**config.mk**
```make
export PLATFORM = sky130hd
export DESIGN_NAME = aliased_simd_fp_rf
export DESIGN_NICKNAME = d
export VERILOG_FILES = /design/src/rtl/arf_pkg.sv /design/src/rtl/arf_stack_map.sv /design/src/rtl/arf_stack_ptr.sv /design/src/rtl/arf_tag_word.sv /design/src/rtl/arf_storage.sv /design/src/rtl/aliased_simd_fp_rf.sv
export SDC_FILE = /design/constraint.sdc
export NUM_CORES = 2
export LEC_CHECK = 0
export CAP_MARGIN = 20
export CELL_PAD_IN_SITES_DETAIL_PLACEMENT = 0
export CELL_PAD_IN_SITES_GLOBAL_PLACEMENT = 2
export CORE_MARGIN = 2
export CORE_UTILIZATION = 38
export CTS_BUF_LIST = sky130_fd_sc_hd__clkbuf_8
export DETAILED_ROUTE_END_ITERATION = 8
export GPL_TIMING_DRIVEN = 0
export PLACE_DENSITY_LB_ADDON = 0.08
export SYNTH_ARGS = -nofsm -noshare
export SYNTH_HDL_FRONTEND = slang
export SYNTH_SLANG_ARGS = --single-unit
```
**constraint.sdc**
```tcl
create_clock -name clk -period 4.03 [get_ports clk]
set_input_delay 0.6045 -clock clk [delete_from_list [all_inputs] [get_ports clk]]
set_output_delay 0.6045 -clock clk [all_outputs]
set_load 0.01 [all_outputs]
```
**src/rtl/arf_pkg.sv**
```systemverilog
// Package: shared constants and types for the aliased register file.
// Assumes: a two-bit tag per register, with the valid and empty codes below.
package arf_pkg;
    typedef enum logic [1:0] {
        TAG_VALID = 2'b00,
        TAG_EMPTY = 2'b11
    } reg_tag_e;

    localparam int STATUS_W = 16;
endpackage

```
**src/rtl/arf_stack_map.sv**
```systemverilog
// Module: arf_stack_map
// Turns a stack-relative index into a physical register number by adding the
// stack pointer modulo the register count.
// Assumes: the register count is a power of two, so wrap-around is free.
module arf_stack_map #(
    parameter int IDX_W = 3
) (
    input  logic [IDX_W-1:0] tos,
    input  logic [IDX_W-1:0] rel_idx,
    output logic [IDX_W-1:0] phys_idx
);
    // Modular add: the width truncation performs the wrap.
    always_comb begin
        phys_idx = tos + rel_idx;
    end
endmodule

```
**src/rtl/arf_stack_ptr.sv**
```systemverilog
// Module: arf_stack_ptr
// Holds the top-of-stack pointer. Packed-integer activity clears it; otherwise
// push decrements it and pop increments it.
// Assumes: push and pop together cancel; reset value is zero.
module arf_stack_ptr #(
    parameter int IDX_W = 3
) (
    input  logic             clk,
    input  logic             rst_n,
    input  logic             simd_active,
    input  logic             push,
    input  logic             pop,
    output logic [IDX_W-1:0] tos
);
    localparam logic [IDX_W-1:0] STEP = IDX_W'(1);

    logic [IDX_W-1:0] tos_q;
    logic [IDX_W-1:0] tos_d;

    // Next-pointer selection: clear has priority over stack movement.
    always_comb begin
        tos_d = tos_q;
        if (simd_active) begin
            tos_d = '0;
        end else if (push && !pop) begin
            tos_d = tos_q - STEP;
        end else if (pop && !push) begin
            tos_d = tos_q + STEP;
        end
    end

    // Pointer register with synchronous reset.
    always_ff @(posedge clk) begin
        if (!rst_n) begin
            tos_q <= '0;
        end else begin
            tos_q <= tos_d;
        end
    end

    assign tos = tos_q;
endmodule

```
**src/rtl/arf_tag_word.sv**
```systemverilog
// Module: arf_tag_word
// Holds the per-register tags. The empty command marks all empty; packed-
// integer activity marks all valid; otherwise the tags hold.
// Assumes: the empty command wins over packed-integer activity in one cycle.
module arf_tag_word #(
    parameter int NUM_REGS = 8
) (
    input  logic                    clk,
    input  logic                    rst_n,
    input  logic                    simd_active,
    input  logic                    empty_cmd,
    output logic [2*NUM_REGS-1:0]   tag_word
);
    import arf_pkg::*;

    reg_tag_e tag_q [NUM_REGS];

    for (genvar g = 0; g < NUM_REGS; g++) begin : g_tag
        // One tag register per physical register.
        always_ff @(posedge clk) begin
            if (!rst_n) begin
                tag_q[g] <= TAG_EMPTY;
            end else if (empty_cmd) begin
                tag_q[g] <= TAG_EMPTY;
            end else if (simd_active) begin
                tag_q[g] <= TAG_VALID;
            end
        end

        assign tag_word[2*g +: 2] = tag_q[g];
    end
endmodule

```
**src/rtl/arf_storage.sv**
```systemverilog
// Module: arf_storage
// Eight-entry physical array with one packed-integer and one floating-point
// write port and two combinational read ports. A packed-integer write fills
// the bits above the integer width with ones. On a same-register collision
// the floating-point write wins.
// Assumes: write indices are physical; reads see pre-edge contents.
module arf_storage #(
    parameter int NUM_REGS = 8,
    parameter int FP_W     = 80,
    parameter int SIMD_W   = 64,
    parameter int IDX_W    = $clog2(NUM_REGS)
) (
    input  logic                           clk,
    input  logic                           rst_n,
    input  logic                           simd_we,
    input  logic [IDX_W-1:0]               simd_widx,
    input  logic [SIMD_W-1:0]              simd_wdata,
    input  logic                           fp_we,
    input  logic [IDX_W-1:0]               fp_widx,
    input  logic [FP_W-1:0]                fp_wdata,
    input  logic [IDX_W-1:0]               simd_ridx,
    input  logic [IDX_W-1:0]               fp_ridx,
    output logic [SIMD_W-1:0]              simd_rdata,
    output logic [FP_W-1:0]                fp_rdata,
    output logic [NUM_REGS-1:0][FP_W-1:0]  regs
);
    localparam int UP_W = FP_W - SIMD_W;

    logic [NUM_REGS-1:0][FP_W-1:0] regs_q;

    for (genvar g = 0; g < NUM_REGS; g++) begin : g_reg
        logic fp_hit;
        logic simd_hit;

        // Per-register write decode.
        always_comb begin
            fp_hit   = fp_we   && (fp_widx   == IDX_W'(g));
            simd_hit = simd_we && (simd_widx == IDX_W'(g));
        end

        // Register storage: floating-point data has priority on collision.
        always_ff @(posedge clk) begin
            if (!rst_n) begin
                regs_q[g] <= '0;
            end else if (fp_hit) begin
                regs_q[g] <= fp_wdata;
            end else if (simd_hit) begin
                regs_q[g] <= {{UP_W{1'b1}}, simd_wdata};
            end
        end
    end

    // Combinational read ports from stored state.
    always_comb begin
        simd_rdata = regs_q[simd_ridx][SIMD_W-1:0];
        fp_rdata   = regs_q[fp_ridx];
    end

    assign regs = regs_q;
endmodule

```
**src/rtl/aliased_simd_fp_rf.sv**
```systemverilog
// Module: aliased_simd_fp_rf (top)
// Shared register file seen as fixed-numbered 64-bit packed-integer registers
// and as an 80-bit floating-point stack. It drives the tag word and the
// status word (pointer in bits 13:11).
// Assumes: eight registers, so the 3-bit pointer fits the status field.
module aliased_simd_fp_rf #(
    parameter int NUM_REGS = 8,
    parameter int FP_W     = 80,
    parameter int SIMD_W   = 64,
    parameter int TOS_LSB  = 11
) (
    input  logic                              clk,
    input  logic                              rst_n,
    input  logic                              simd_wr_en,
    input  logic [$clog2(NUM_REGS)-1:0]       simd_wr_idx,
    input  logic [SIMD_W-1:0]                 simd_wr_data,
    input  logic                              simd_op_en,
    input  logic                              simd_empty,
    input  logic [$clog2(NUM_REGS)-1:0]       simd_rd_idx,
    output logic [SIMD_W-1:0]                 simd_rd_data,
    input  logic                              fp_wr_en,
    input  logic [$clog2(NUM_REGS)-1:0]       fp_wr_idx,
    input  logic [FP_W-1:0]                   fp_wr_data,
    input  logic                              fp_push,
    input  logic                              fp_pop,
    input  logic [$clog2(NUM_REGS)-1:0]       fp_rd_idx,
    output logic [FP_W-1:0]                   fp_rd_data,
    output logic [2*NUM_REGS-1:0]             tag_word,
    output logic [arf_pkg::STATUS_W-1:0]      status_word
);
    localparam int IDX_W = $clog2(NUM_REGS);

    logic                          simd_active;
    logic [IDX_W-1:0]              tos;
    logic [IDX_W-1:0]              fp_wr_phys;
    logic [IDX_W-1:0]              fp_rd_phys;
    logic [NUM_REGS-1:0][FP_W-1:0] phys_regs;

    // Any packed-integer activity that triggers floating-point side effects.
    always_comb begin
        simd_active = simd_wr_en || simd_op_en;
    end

    arf_stack_ptr #(.IDX_W(IDX_W)) u_tos (
        .clk         (clk),
        .rst_n       (rst_n),
        .simd_active (simd_active),
        .push        (fp_push),
        .pop         (fp_pop),
        .tos         (tos)
    );

    arf_stack_map #(.IDX_W(IDX_W)) u_wr_map (
        .tos      (tos),
        .rel_idx  (fp_wr_idx),
        .phys_idx (fp_wr_phys)
    );

    arf_stack_map #(.IDX_W(IDX_W)) u_rd_map (
        .tos      (tos),
        .rel_idx  (fp_rd_idx),
        .phys_idx (fp_rd_phys)
    );

    arf_tag_word #(.NUM_REGS(NUM_REGS)) u_tags (
        .clk         (clk),
        .rst_n       (rst_n),
        .simd_active (simd_active),
        .empty_cmd   (simd_empty),
        .tag_word    (tag_word)
    );

    arf_storage #(
        .NUM_REGS (NUM_REGS),
        .FP_W     (FP_W),
        .SIMD_W   (SIMD_W),
        .IDX_W    (IDX_W)
    ) u_store (
        .clk        (clk),
        .rst_n      (rst_n),
        .simd_we    (simd_wr_en),
        .simd_widx  (simd_wr_idx),
        .simd_wdata (simd_wr_data),
        .fp_we      (fp_wr_en),
        .fp_widx    (fp_wr_phys),
        .fp_wdata   (fp_wr_data),
        .simd_ridx  (simd_rd_idx),
        .fp_ridx    (fp_rd_phys),
        .simd_rdata (simd_rd_data),
        .fp_rdata   (fp_rd_data),
        .regs       (phys_regs)
    );

    // Status word assembly: pointer field only, other bits zero.
    always_comb begin
        status_word = '0;
        status_word[TOS_LSB +: IDX_W] = tos;
    end
endmodule

```
==> results.yml <==
run_status:
  outcome: "complete, but fails checks"
  violations: "setup timing"
synthesis:
  async_flop_share_pct: 0
  yosysTopAreaCellShare_pct: 34.4
  synthCells: 4095
  synth.area.top_cells: "dfxtp_1 34%, mux4_2 17%, nand2_1 10%"
  synth_edf_count: 2
  ys_types: 40
  synth.avg_cell_area_um2: 9.14
  synth-main-ff-cell: "dfxtp_1"
  yosys.area.top_type: "dfxtp_1"
  ys.warnings.count: 0
  synth-seq-cells: 645
  synth-seq-area-share_pct: 34.6
  syn-cell-area_um2: 37400
placement:
  io_buffers: 193
  dpl.hpwl_mm: 129
  pre_cts_ws_ns: -1.44
  gp_congestion: 0.895
power_and_ir_drop:
  power_leakage_nw: 16.0
  ir_drop_uv: 233
  p_per_area_nw_per_um2: 396
route:
  remaining_drc_errors: 0
  drt_iter0_drc: 4810
  antenna_left: 0
  first_pass_iters: 6
  vias: 37900
  routed_wirelength_mm: 183
  drt-vias-per-instance: 6.42
  wire_per_inst_um: 31.0
grt:
  grt_pass1_vias: 36400
  grtUsageTotal_pct: 35.2
  grt_overflow_total: 0
  grt_max_degree: 20
  grt_pass1_wl_mm: 264
  antenna_found_initial: 15
timing:
  fin_ws_ns: -0.134
  skew_ns: 0.0310
  maxSlewViolCount: 0
  fmax_mhz: 240
  relSlewSlack_pct: 14.9
  hold_violations: 0
  min_period_over_period_pct: 103
  rsz0062_at_grt: "yes"
  worst_slew_pin_slew_ns: 1.28
  final.min_clock_period_ns: 4.16
  setup_viol: 51
  hold_ws_ns: 0.161
layout:
  final_cell_mix: "1,027 x nand2_1, 641 x dfxtp_1, 512 x o31ai_1, 512 x a31oi_1, 397 x clkbuf_1"
  drive_gt1_share_pct: 21.2
  fin_nets: 4681
  layout_commonest_cell: "nand2_1"
  syn_to_final_growth_pct: 21.7
floorplan:
  die_h_um: 318
  initial_core_util_pct: 38.2
  die-area_um2: 101000
  pin_count: 340
  fp-row-count: 115
  fp.dieW_um: 318
  core_area_um2: 98000
clocking:
  htree_levels: 4
  numCtsBuffers: 131
  ctsHoldBuffers: 0
  path_clk_slew_ns: 0.06
  ctsRootBufferMaster: "clkbuf_8"
  ctsLongestPathBuffers: 3
  cts.sinks: 645
  clock_latency_ns: 0.86
  cts_tree: "built"
critical_path:
  crit_type: "reg -> out"
  required_ns: 3.43
  cp.arrival_ns: 3.56
  crit_fanout: 5
  end_kind: "output port"
  cp-start-kind: "flop"
flow_run:
  cap_violations: 0
worst_hold_path:
  hp-class: "in -> reg"
## area by class of cell
cell class | count | area (um^2)
clock inverters | 72 | 348
fillers | 9503 | 52400
plain buffers | 636 | 3050
diodes | 8 | 20.0
well taps | 1287 | 1610
inverters | 8 | 30.0
multi-input cells | 2811 | 22000
repair buffers | 278 | 3350
flip-flops and latches | 645 | 12900
clock buffers | 160 | 2200
## routing by layer
metal	global-route usage [%]	up-vias	part of all wire, %
li1	-	16300	-
met1	48.0	19000	42
met2	53.7	2208	45
met3	8.77	380	9.9
met4	13.6	14	3.6
met5	0	-	0.056
## worst paths after layout
check	startpoint	to	slack [ns]	depth (start not counted)
setup / recovery	u_tos.tos[0]	fp_rd_data[4]	-0.13	11
hold / removal	simd_wr_data[0]	u_store.regs[240]	0.16	3
setup reg to reg	u_tos.tos[0]	u_store.regs[138]	0.43	11
hold reg to reg	u_store.regs[115]	u_store.regs[115]	0.49	2
## logic make-up after synthesis
group	after synthesis	share of synthesized area [%]
simple gates	1197	13.2
compound gates	1157	22.3
buf+inv	651	7.72
flops	645	34.6
mux	432	21.7
fa+ha+maj	6	0.261
xor+xnor	6	0.224
other cells	1	0.0100
## per-stage QoR
stage | cell area, um^2 | utilization, % | instances | total power, W | setup TNS [ns]
6_report | 45500 | 46.5 | 5905 | 0.0180 | -2.69
5_1_grt | 45500 | 46.5 | 5900 | 0.0186 | -7.35
4_1_cts | 45300 | 46.3 | 5889 | 0.0179 | -13.29
3_5_place_dp | 41400 | 42.2 | 5608 | 0.0108 | -106.97
3_3_place_gp | 41000 | 41.8 | 5587 | 0.0107 | -278.56
2_1_floorplan | 37500 | - | 4107 | 0.00928 | 0
## cells in the mapped netlist, types with 2 or more instances
cell type / number
a21oi_1: 2
a31oi_1: 512
and4b_1: 3
buf_1: 50
buf_2: 113
buf_4: 37
buf_6: 22
clkbuf_1: 421
dfxtp_1: 643
edfxtp_1: 2
fa_1: 3
ha_1: 3
inv_1: 8
mux2_2: 144
mux4_2: 288
nand2_1: 1027
nand2b_1: 4
nand3b_1: 2
nand4b_1: 3
nand4bb_1: 3
nor2_1: 12
nor4bb_1: 3
o21ai_0: 3
o311a_1: 128
o31ai_1: 512
or2_1: 3
or3_1: 129
xor2_1: 3
## state kept, by name (all words and copies together) (netlist names)
signal,cells
u_tos.tos,3
u_store.regs,640
u_tags.tag_q,2
## critical path: stages (launching register included)
cell and delay [ns]:
dfxtp_4 0.36, ha_4 0.12, inv_2 0.03, fa_2 0.56, buf_12 0.15, buf_12 0.13, buf_8 0.13, buf_12 0.14
buf_6 0.09, mux4_2 0.52, mux2_4 0.34, buf_6 0.13
## what timing repair did
item                       in CTS  in global routing
resized for setup             572                 63
buffers inserted               46                 16
pin swaps                       2                  1
setup endpoints to repair     120                 80
cloned                          9                  2
## power by group
part | total (W) | internal, W | switching, W
clock network | 0.00691 | 0.00364 | 0.00327
registers | 0.00710 | 0.00679 | 0.000307
logic | 0.00401 | 0.00171 | 0.00231
total | 0.0180 | 0.0121 | 0.00588
(Power assumes the default switching activity.)
